<file path="src/rtl/regcmd_pkg.sv">
package regcmd_pkg;

  localparam int unsigned WORD_W = 32;
  localparam int unsigned OFS_W  = 20;
  localparam int unsigned CNT_W  = 14;
  localparam int unsigned WSZ_W  = 4;
  localparam int unsigned PAD_WORDS = 3;
  localparam logic [WORD_W-1:0] SEL_VALID_MASK = 32'h80FE_01FF;
  localparam logic [WSZ_W-1:0]  WRAP_MIN = 4'd2;

  typedef enum logic [3:0] {
    OP_NOP     = 4'h0,
    OP_SINGLE  = 4'h1,
    OP_MODIFY  = 4'h2,
    OP_INDEX   = 4'h3,
    OP_AUTOINC = 4'h4,
    OP_WRAP    = 4'h5,
    OP_LUT     = 4'h6
  } op_e;

  typedef enum logic [2:0] {
    ST_HDR, ST_ARG, ST_VAL, ST_RD, ST_DATA, ST_LUT, ST_PAD, ST_ERR
  } state_e;

  typedef struct packed {
    op_e              op;
    logic             known;
    logic             is_reg;
    logic             misaligned;
    logic             is_sel;
    logic             absolute;
    logic [OFS_W-1:0] ofs;
  } hdr_t;

endpackage

</file>
<file path="src/rtl/regcmd_hdr_decode.sv">
module regcmd_hdr_decode
  import regcmd_pkg::*;
#(
  parameter logic [OFS_W-1:0] SEL_OFS = 20'hAC060
) (
  input  logic [WORD_W-1:0] word,
  output hdr_t              dec
);

  logic [3:0] opf;

  always_comb begin
    opf            = word[31:28];
    dec.op         = op_e'(opf);
    dec.known      = (opf <= 4'h6);
    dec.is_reg     = (opf >= 4'h1) && (opf <= 4'h5);
    dec.misaligned = dec.is_reg && (word[1:0] != 2'b00);
    dec.absolute   = word[27];
    dec.ofs        = word[OFS_W-1:0];
    dec.is_sel     = (opf == 4'h1) && word[27] && (word[OFS_W-1:0] == SEL_OFS);
  end

endmodule

</file>
<file path="src/rtl/regcmd_blksel.sv">
module regcmd_blksel
  import regcmd_pkg::*;
(
  input  logic              clk,
  input  logic              rst_n,
  input  logic              ld,
  input  logic [WORD_W-1:0] din,
  output logic [WORD_W-1:0] map
);

  logic [WORD_W-1:0] map_q, map_d;

  always_comb begin
    map_d = map_q;
    if (ld) map_d = din & SEL_VALID_MASK;
  end

  always_ff @(posedge clk or negedge rst_n) begin
    if (!rst_n) map_q <= '0;
    else        map_q <= map_d;
  end

  assign map = map_q;


  sel_hold_chk: assert property (@(posedge clk) disable iff (!rst_n)
    !ld |=> $stable(map_q));


  sel_reserved_chk: assert property (@(posedge clk) disable iff (!rst_n)
    ld |=> ((map_q & ~SEL_VALID_MASK) == '0));

endmodule

</file>
<file path="src/rtl/regcmd_addr_gen.sv">
module regcmd_addr_gen
  import regcmd_pkg::*;
#(
  parameter int unsigned AW = OFS_W
) (
  input  logic             clk,
  input  logic             rst_n,
  input  logic             load,
  input  logic [AW-1:0]    start,
  input  logic             inc,
  input  logic             wrap_en,
  input  logic [WSZ_W-1:0] wrap_sz,
  input  logic             adv,
  output logic [AW-1:0]    cur
);

  localparam logic [AW-1:0] STEP = AW'(4);

  logic [AW-1:0]    base_q, base_d, cur_q, cur_d;
  logic [WSZ_W-1:0] wcnt_q, wcnt_d, wsz_q, wsz_d;
  logic             inc_q, inc_d, wrap_q, wrap_d;
  logic             at_wrap;

  assign at_wrap = wrap_q && (wcnt_q == (wsz_q - WSZ_W'(1)));

  always_comb begin
    base_d = base_q;
    cur_d  = cur_q;
    wcnt_d = wcnt_q;
    wsz_d  = wsz_q;
    inc_d  = inc_q;
    wrap_d = wrap_q;
    if (load) begin
      base_d = start;
      cur_d  = start;
      wcnt_d = '0;
      wsz_d  = wrap_sz;
      inc_d  = inc;
      wrap_d = wrap_en;
    end else if (adv && inc_q) begin
      if (at_wrap) begin
        cur_d  = base_q;
        wcnt_d = '0;
      end else begin
        cur_d = cur_q + STEP;
        if (wrap_q) wcnt_d = wcnt_q + WSZ_W'(1);
      end
    end
  end

  always_ff @(posedge clk or negedge rst_n) begin
    if (!rst_n) begin
      base_q <= '0;
      cur_q  <= '0;
      wcnt_q <= '0;
      wsz_q  <= '0;
      inc_q  <= 1'b0;
      wrap_q <= 1'b0;
    end else begin
      base_q <= base_d;
      cur_q  <= cur_d;
      wcnt_q <= wcnt_d;
      wsz_q  <= wsz_d;
      inc_q  <= inc_d;
      wrap_q <= wrap_d;
    end
  end

  assign cur = cur_q;


  wrap_bound_chk: assert property (@(posedge clk) disable iff (!rst_n)
    (wrap_q && inc_q) |-> (wcnt_q < wsz_q));


  wrap_return_chk: assert property (@(posedge clk) disable iff (!rst_n)
    (!load && adv && inc_q && at_wrap) |=> (cur_q == base_q));


  hold_addr_chk: assert property (@(posedge clk) disable iff (!rst_n)
    (!load && !inc_q) |=> $stable(cur_q));

endmodule

</file>
<file path="src/rtl/regcmd_interp.sv">
module regcmd_interp
  import regcmd_pkg::*;
#(
  parameter logic [OFS_W-1:0] SEL_OFS = 20'hAC060
) (
  input  logic              clk,
  input  logic              rst_n,
  input  logic              cmd_valid,
  input  logic [WORD_W-1:0] cmd_data,
  output logic              cmd_ready,
  output logic              bus_wr,
  output logic              bus_rd,
  output logic [OFS_W-1:0]  bus_addr,
  output logic              bus_abs,
  output logic [WORD_W-1:0] bus_wdata,
  input  logic [WORD_W-1:0] bus_rdata,
  input  logic              bus_rvalid,
  output logic [WORD_W-1:0] blk_sel,
  output logic              lut_wr,
  output logic              lut_table,
  output logic [15:0]       lut_block,
  output logic [7:0]        lut_xfer,
  output logic [WORD_W-1:0] lut_wdata,
  output logic              err
);

  localparam int unsigned PAD_W = $clog2(PAD_WORDS + 1);
  localparam logic [PAD_W-1:0] PAD_LAST = PAD_W'(PAD_WORDS - 1);

  hdr_t dec;
  logic take;

  state_e            state_q, state_d;
  op_e               op_q, op_d;
  logic [OFS_W-1:0]  ofs_q, ofs_d;
  logic              abs_q, abs_d;
  logic              selcmd_q, selcmd_d;
  logic              seen_q, seen_d;
  logic              err_q, err_d;
  logic [WORD_W-1:0] mask_q, mask_d, val_q, val_d;
  logic [CNT_W-1:0]  cnt_q, cnt_d;
  logic [PAD_W-1:0]  pad_q, pad_d;
  logic              ltbl_q, ltbl_d;
  logic [15:0]       lblk_q, lblk_d;
  logic [7:0]        lxfer_q, lxfer_d;

  logic              bwr_q, bwr_d, brd_q, brd_d, babs_q, babs_d;
  logic [OFS_W-1:0]  baddr_q, baddr_d;
  logic [WORD_W-1:0] bwdata_q, bwdata_d;
  logic              lwr_q, lwr_d;
  logic [WORD_W-1:0] lwdata_q, lwdata_d;

  logic              sel_ld;
  logic              ag_load, ag_inc, ag_wrap, ag_adv;
  logic [OFS_W-1:0]  ag_cur;

  regcmd_hdr_decode #(.SEL_OFS(SEL_OFS)) u_dec (
    .word (cmd_data),
    .dec  (dec)
  );

  regcmd_blksel u_sel (
    .clk   (clk),
    .rst_n (rst_n),
    .ld    (sel_ld),
    .din   (cmd_data),
    .map   (blk_sel)
  );

  regcmd_addr_gen #(.AW(OFS_W)) u_ag (
    .clk     (clk),
    .rst_n   (rst_n),
    .load    (ag_load),
    .start   (ofs_q),
    .inc     (ag_inc),
    .wrap_en (ag_wrap),
    .wrap_sz (cmd_data[19:16]),
    .adv     (ag_adv),
    .cur     (ag_cur)
  );

  assign cmd_ready = (state_q != ST_RD);
  assign take      = cmd_valid && cmd_ready;

  always_comb begin
    state_d  = state_q;
    op_d     = op_q;
    ofs_d    = ofs_q;
    abs_d    = abs_q;
    selcmd_d = selcmd_q;
    seen_d   = seen_q;
    err_d    = err_q;
    mask_d   = mask_q;
    val_d    = val_q;
    cnt_d    = cnt_q;
    pad_d    = pad_q;
    ltbl_d   = ltbl_q;
    lblk_d   = lblk_q;
    lxfer_d  = lxfer_q;
    bwr_d    = 1'b0;
    brd_d    = 1'b0;
    lwr_d    = 1'b0;
    baddr_d  = baddr_q;
    babs_d   = babs_q;
    bwdata_d = bwdata_q;
    lwdata_d = lwdata_q;
    sel_ld   = 1'b0;
    ag_load  = 1'b0;
    ag_inc   = 1'b0;
    ag_wrap  = 1'b0;
    ag_adv   = 1'b0;

    unique case (state_q)
      ST_HDR: if (take) begin
        if (!dec.known || dec.misaligned) begin
          state_d = ST_ERR;
          err_d   = 1'b1;
        end else if (dec.op == OP_NOP) begin
          state_d = ST_HDR;
        end else if (!dec.is_sel && !seen_q) begin
          state_d = ST_ERR;
          err_d   = 1'b1;
        end else begin
          op_d     = dec.op;
          ofs_d    = dec.ofs;
          abs_d    = dec.absolute;
          selcmd_d = dec.is_sel;
          ltbl_d   = cmd_data[16];
          lblk_d   = cmd_data[15:0];
          state_d  = ST_ARG;
        end
      end

      ST_ARG: if (take) begin
        unique case (op_q)
          OP_SINGLE: begin
            if (selcmd_q) begin
              sel_ld = 1'b1;
              seen_d = 1'b1;
            end else begin
              bwr_d    = 1'b1;
              baddr_d  = ofs_q;
              babs_d   = abs_q;
              bwdata_d = cmd_data;
            end
            state_d = ST_HDR;
          end
          OP_MODIFY: begin
            mask_d  = cmd_data;
            state_d = ST_VAL;
          end
          OP_INDEX, OP_AUTOINC, OP_WRAP: begin
            if ((op_q == OP_WRAP) && (cmd_data[19:16] < WRAP_MIN)) begin
              state_d = ST_ERR;
              err_d   = 1'b1;
            end else begin
              ag_load = 1'b1;
              ag_inc  = (op_q == OP_AUTOINC) || ((op_q == OP_WRAP) && !cmd_data[31]);
              ag_wrap = (op_q == OP_WRAP);
              cnt_d   = cmd_data[CNT_W-1:0];
              state_d = (cmd_data[CNT_W-1:0] == '0) ? ST_HDR : ST_DATA;
            end
          end
          OP_LUT: begin
            lxfer_d = cmd_data[23:16];
            cnt_d   = cmd_data[CNT_W-1:0];
            pad_d   = '0;
            state_d = (cmd_data[CNT_W-1:0] == '0) ? ST_PAD : ST_LUT;
          end
          default: begin
            state_d = ST_ERR;
            err_d   = 1'b1;
          end
        endcase
      end

      ST_VAL: if (take) begin
        val_d   = cmd_data;
        brd_d   = 1'b1;
        baddr_d = ofs_q;
        babs_d  = abs_q;
        state_d = ST_RD;
      end

      ST_RD: if (bus_rvalid) begin
        bwr_d    = 1'b1;
        bwdata_d = (bus_rdata & ~mask_q) | (val_q & mask_q);
        state_d  = ST_HDR;
      end

      ST_DATA: if (take) begin
        bwr_d    = 1'b1;
        baddr_d  = ag_cur;
        babs_d   = abs_q;
        bwdata_d = cmd_data;
        ag_adv   = 1'b1;
        cnt_d    = cnt_q - CNT_W'(1);
        if (cnt_q == CNT_W'(1)) state_d = ST_HDR;
      end

      ST_LUT: if (take) begin
        lwr_d    = 1'b1;
        lwdata_d = cmd_data;
        cnt_d    = cnt_q - CNT_W'(1);
        if (cnt_q == CNT_W'(1)) begin
          pad_d   = '0;
          state_d = ST_PAD;
        end
      end

      ST_PAD: if (take) begin
        if (cmd_data[31:28] != 4'h0) begin
          state_d = ST_ERR;
          err_d   = 1'b1;
        end else begin
          pad_d = pad_q + PAD_W'(1);
          if (pad_q == PAD_LAST) state_d = ST_HDR;
        end
      end

      ST_ERR: state_d = ST_ERR;

      default: begin
        state_d = ST_ERR;
        err_d   = 1'b1;
      end
    endcase
  end

  always_ff @(posedge clk or negedge rst_n) begin
    if (!rst_n) begin
      state_q  <= ST_HDR;
      op_q     <= OP_NOP;
      ofs_q    <= '0;
      abs_q    <= 1'b0;
      selcmd_q <= 1'b0;
      seen_q   <= 1'b0;
      err_q    <= 1'b0;
      mask_q   <= '0;
      val_q    <= '0;
      cnt_q    <= '0;
      pad_q    <= '0;
      ltbl_q   <= 1'b0;
      lblk_q   <= '0;
      lxfer_q  <= '0;
      bwr_q    <= 1'b0;
      brd_q    <= 1'b0;
      baddr_q  <= '0;
      babs_q   <= 1'b0;
      bwdata_q <= '0;
      lwr_q    <= 1'b0;
      lwdata_q <= '0;
    end else begin
      state_q  <= state_d;
      op_q     <= op_d;
      ofs_q    <= ofs_d;
      abs_q    <= abs_d;
      selcmd_q <= selcmd_d;
      seen_q   <= seen_d;
      err_q    <= err_d;
      mask_q   <= mask_d;
      val_q    <= val_d;
      cnt_q    <= cnt_d;
      pad_q    <= pad_d;
      ltbl_q   <= ltbl_d;
      lblk_q   <= lblk_d;
      lxfer_q  <= lxfer_d;
      bwr_q    <= bwr_d;
      brd_q    <= brd_d;
      baddr_q  <= baddr_d;
      babs_q   <= babs_d;
      bwdata_q <= bwdata_d;
      lwr_q    <= lwr_d;
      lwdata_q <= lwdata_d;
    end
  end

  assign bus_wr    = bwr_q;
  assign bus_rd    = brd_q;
  assign bus_addr  = baddr_q;
  assign bus_abs   = babs_q;
  assign bus_wdata = bwdata_q;
  assign lut_wr    = lwr_q;
  assign lut_table = ltbl_q;
  assign lut_block = lblk_q;
  assign lut_xfer  = lxfer_q;
  assign lut_wdata = lwdata_q;
  assign err       = err_q;


  strobe_excl_chk: assert property (@(posedge clk) disable iff (!rst_n)
    $onehot0({bus_wr, bus_rd, lut_wr}));


  rd_stall_chk: assert property (@(posedge clk) disable iff (!rst_n)
    bus_rd |-> !cmd_ready);


  err_sticky_chk: assert property (@(posedge clk) disable iff (!rst_n)
    err |=> err);


  err_quiet_chk: assert property (@(posedge clk) disable iff (!rst_n)
    err |=> (!bus_wr && !bus_rd && !lut_wr));


  order_chk: assert property (@(posedge clk) disable iff (!rst_n)
    !seen_q |=> !bus_wr);


  aligned_chk: assert property (@(posedge clk) disable iff (!rst_n)
    bus_wr |-> (bus_addr[1:0] == 2'b00));

endmodule

</file>
<file path="config.mk">
export PLATFORM = sky130hd
export DESIGN_NAME = regcmd_interp
export DESIGN_NICKNAME = d
export VERILOG_FILES = /design/src/rtl/regcmd_pkg.sv /design/src/rtl/regcmd_hdr_decode.sv /design/src/rtl/regcmd_blksel.sv /design/src/rtl/regcmd_addr_gen.sv /design/src/rtl/regcmd_interp.sv
export SDC_FILE = /design/constraint.sdc
export NUM_CORES = 1
export LEC_CHECK = 0
export ABC_AREA = 0
export CAP_MARGIN = 15
export CORE_MARGIN = 3
export CORE_UTILIZATION = 38
export CTS_CLUSTER_SIZE = 10
export DETAILED_ROUTE_END_ITERATION = 8
export SETUP_SLACK_MARGIN = 0.3
export SKIP_LAST_GASP = 1
export SYNTH_ARGS = -nofsm -noshare
export SYNTH_HDL_FRONTEND = slang
export SYNTH_SLANG_ARGS = --single-unit
</file>
<file path="constraint.sdc">
create_clock -name clk -period 2.25 [get_ports clk]
set_input_delay 0.3375 -clock clk [delete_from_list [all_inputs] [get_ports clk]]
set_output_delay 0.3375 -clock clk [all_outputs]
set_load 0.02 [all_outputs]
</file>
==> flow_summary.json <==
{
  "status": "finished, final reports clean",
  "drv_cap": 0,
  "rows": 67,
  "worstPathCellList": "nor3_4, nor2b_4, o21ai_2, or4_4, buf_12, buf_12, mux2_4",
  "worstHoldPathCells": 4,
  "hold_viol": 0,
  "switching_share_pct": 35.39,
  "die_w_um": 191.0,
  "synth-simple-area-share_pct": 11.81,
  "min_path_type": "in -> reg",
  "power.leakage_nw": 8.770,
  "viasPerCell": 5.384,
  "r2r_end": "ofs_q[10]$_DFFE_PN0P_",
  "clockBufferDepth": 3,
  "io_buffers": 199,
  "antennaDiodeCount": 0,
  "cts_buffers": 34,
  "drt-total-wl_mm": 42.03,
  "internal_power_w": 0.01448,
  "crit_type": "reg -> reg",
  "yosysSeqAreaShare_pct": 52.70,
  "power.share.combinational_pct": 43.6,
  "yosys.area.top_type": "dfrtp_1",
  "critPathLaunchType": "flip-flop",
  "dr.pass1.iters": 7,
  "seqPwrFrac_pct": 34.2,
  "vias": 10890,
  "finalClockSkew_ns": 0.01542,
  "initial_core_util_pct": 38.70,
  "dieHeight_um": 191.0,
  "path_common_cell": "buf_12",
  "avgSynthCellArea_um2": 10.80,
  "reg2regPathDepth": 7,
  "setup_viol_count_final": 0,
  "synth_common_cells": "dfrtp_1, nand2_1, mux2_2, a21oi_1",
  "cts_sinks": 274,
  "synth.area.top_cells": "dfrtp_1, mux2_2, nand2_1, mux2i_1, a21oi_1",
  "crit_fanout": 7,
  "required_ns": 2.63,
  "max_stage_delay_ns": 0.49,
  "syn_area_um2": 13010,
  "synth_top_family_by_area": "multiplexers",
  "io_pins": 215,
  "cts_tree": "yes",
  "critPathCaptureType": "flip-flop",
  "die-area_um2": 36490,
  "synth-seq-cells": 274,
  "gp_congestion": 0.8602,
  "use_met3_pct": 5.758,
  "final_antenna_net_count": 0,
  "hold_slack_ns": 0.2205,
  "cts_root_buf": "clkbuf_16",
  "p_total_w": 0.02242,
  "min-delay-start": "cmd_data[18]",
  "fin_crit_ns": 2.144,
  "core_region_area_um2": 33620,
  "period_share_pct": 95.30,
  "grt_use_met2_pct": 35.69,
  "antenna_found_initial": 4,
  "synth_edf_count": 0,
  "hold_end": "u_ag.wsz_q[2]$_DFFE_PN0P_",
  "max_freq_ghz": 0.4664,
  "synth.most_common_cell": "dfrtp_1",
  "grt_pass1_wl_mm": 62.33,
  "cp.arrival_ns": 2.52,
  "fillers": 2732,
  "path_buf_inv": 2,
  "cts_max_level": 2,
  "synthAdderAreaFrac_pct": 0.5770,
  "met1_usage_pct": 28.83,
  "slew_headroom_pct": 64.08,
  "wl_per_cell_um": 20.78,
  "p_switching_w": 0.007933,
  "syn_inst": 1205,
  "synth_xor_area_share_pct": 1.116,
  "areaGrowthSynthToFinish_pct": 49.57,
  "p_clk_share_pct": 22.2,
  "grt_overflow": 0,
  "cp_top_family": "simple AND/OR/NAND/NOR gates",
  "tightest_slew_ns": 0.5389,
  "post-synth-top-area-fraction_pct": 52.70,
  "synth-compound-area-share_pct": 11.29,
  "rsz0062_at_grt": "true",
  "reg2reg_slack_ns": 0.11,
  "peakVddDrop_mv": 0.6878,
  "slew_violations": 0,
  "path_clk_slew_ns": 0.05,
  "clk-insertion-delay-late_ns": 0.51,
  "gr-usage-all-layers_pct": 21.68,
  "place_hpwl_mm": 25.51,
  "grt_pass1_vias": 10800,
  "pwr_density_cell_nw_per_um2": 1152,
  "synthMuxAreaShare_pct": 16.82,
  "yosys.cell_types.count": 78,
  "grt_max_degree": 66,
  "drc": 0,
  "yosysWarningCount": 0,
  "drive_gt1_share_pct": 37.59,
  "drt-initial-drc-count": 833,
  "reg2reg_from": "state_q[0]$_DFFE_PN0P_",
  "final_net_count": 1636,
  "slowest_stage": "or4_4",
  "yosys_most_used_dff": "dfrtp_1",
  "busiest_layer": "met2",
  "synth-async-reset-ratio_pct": 100.0
}
==> cells in the final DEF (no fill, tap or decap), drive strengths merged, types with 4 or more instances in the layout <==
master,Yosys,layout
a21oi,93,93
a31oi,23,23
and3,6,6
buf,52,220
clkbuf,57,60
clkdlybuf4s50,0,157
conb,1,15
dfrtp,274,274
dlygate4sd2,0,14
dlymetal6s2s,0,7
ha,6,6
inv,17,17
mux2,140,140
mux2i,54,54
nand2,160,160
nand3,24,24
nand4,7,7
nor2,73,74
nor2b,4,4
nor3,25,25
nor4,14,14
o211ai,13,13
o21ai,74,74
o22ai,5,5
or3,5,5
xnor2,9,9
xor2,5,5
==> power groups by stage <==
stage | Sequential [W] | Clock (W) | Combinational [W]
6_report | 0.00767 | 0.00497 | 0.00978
2_1_floorplan | 0.00822 | 0 | 0.00345
4_1_cts | 0.00755 | 0.00507 | 0.00890
3_5_place_dp | 0.00759 | 0 | 0.00737
3_3_place_gp | 0.00754 | 0 | 0.00727
5_1_grt | 0.00785 | 0.00528 | 0.0105
==> logic make-up (layout without fill, tap and decap cells) <==
logic type / after synthesis / count (layout)
fa+ha+maj: 6 / 6
simple gates: 339 / 342
other cells: 1 / 15
compound gates: 248 / 248
mux: 194 / 194
xor+xnor: 15 / 15
flops: 274 / 274
buf+inv: 128 / 481
==> per-stage QoR <==
step / TNS, ns / cell area, um2 / setup WS, ns / std cells / utilization [%]
2_1_floorplan: 0 / 13160 / 0.03256 / 1219 / -
3_3_place_gp: -28.35 / 16100 / -0.8144 / 1872 / 47.88
3_5_place_dp: -29.51 / 16100 / -0.8032 / 1872 / 47.88
4_1_cts: 0 / 18340 / 0.09265 / 1982 / 54.55
5_1_grt: 0 / 19460 / 0.06439 / 2023 / 57.89
6_report: 0 / 19460 / 0.1058 / 2023 / 57.89
==> tightest hold or removal path, stage by stage <==
cell,delay (ns)
buf_6,0.08
buf_4,0.16
nand2_1,0.06
nand2_1,0.05
==> per-layer routing <==
layer / routed length (um) / part of all wire [%]
met3: 2960 / 7.0
met2: 20240 / 48
met5: 28 / 0.067
met4: 839 / 2.0
met1: 17960 / 43
==> worst max path at each step <==
stage | slack, ns | cells past startpoint | start | endpoint
6_report | 0.11 | 7 | state_q[0]$_DFFE_PN0P_ | ofs_q[10]$_DFFE_PN0P_
5_1_grt | 0.06 | 10 | u_ag.wsz_q[1]$_DFFE_PN0P_ | u_ag.cur[9]$_DFFE_PN0P_
4_1_cts | 0.09 | 11 | cmd_data[0] | ofs_q[10]$_DFFE_PN0P_
3_5_place_dp | -0.80 | 9 | cmd_data[19] | ofs_q[3]$_DFFE_PN0P_
3_3_place_gp | -0.81 | 9 | cmd_data[19] | ofs_q[7]$_DFFE_PN0P_
2_1_floorplan | 0.03 | 9 | cmd_data[1] | ofs_q[0]$_DFFE_PN0P_
==> final cells by class <==
| type | instances | area (um2) | share of cell area (%) |
|---|---|---|---|
| sequential | 274 | 6862 | 35.26 |
| timing repair buffer | 414 | 4466 | 22.95 |
| clock inverter | 2 | 32.53 | 0.1672 |
| multi-input combinational | 820 | 6510 | 33.46 |
| clock buffer | 47 | 960.9 | 4.938 |
| tap | 448 | 560.5 | 2.881 |
| inverter | 18 | 67.56 | 0.3472 |
==> repair_timing <==
action,in CTS,in global routing
gates cloned,14,11
resized for setup,230,212
endpoints found under the setup margin,155,193
pin swaps,50,78
hold endpoints to repair,55,0
hold buffers,1,0
setup buffers,46,30
==> registers in the layout, indices dropped and copies added (netlist names), 2 cells and up <==
name and cells:
u_ag.wcnt_q 4, pad_q 2, val_q 32, cnt_q 14, state_q 3, ofs_q 20
u_ag.cur 20, u_ag.base_q 20, mask_q 32, lut_xfer 8, lut_wdata 32, bus_addr 20
bus_wdata 32, u_sel.map 17, u_ag.wsz_q 4, op_q 4
(Power assumes the default switching activity.)
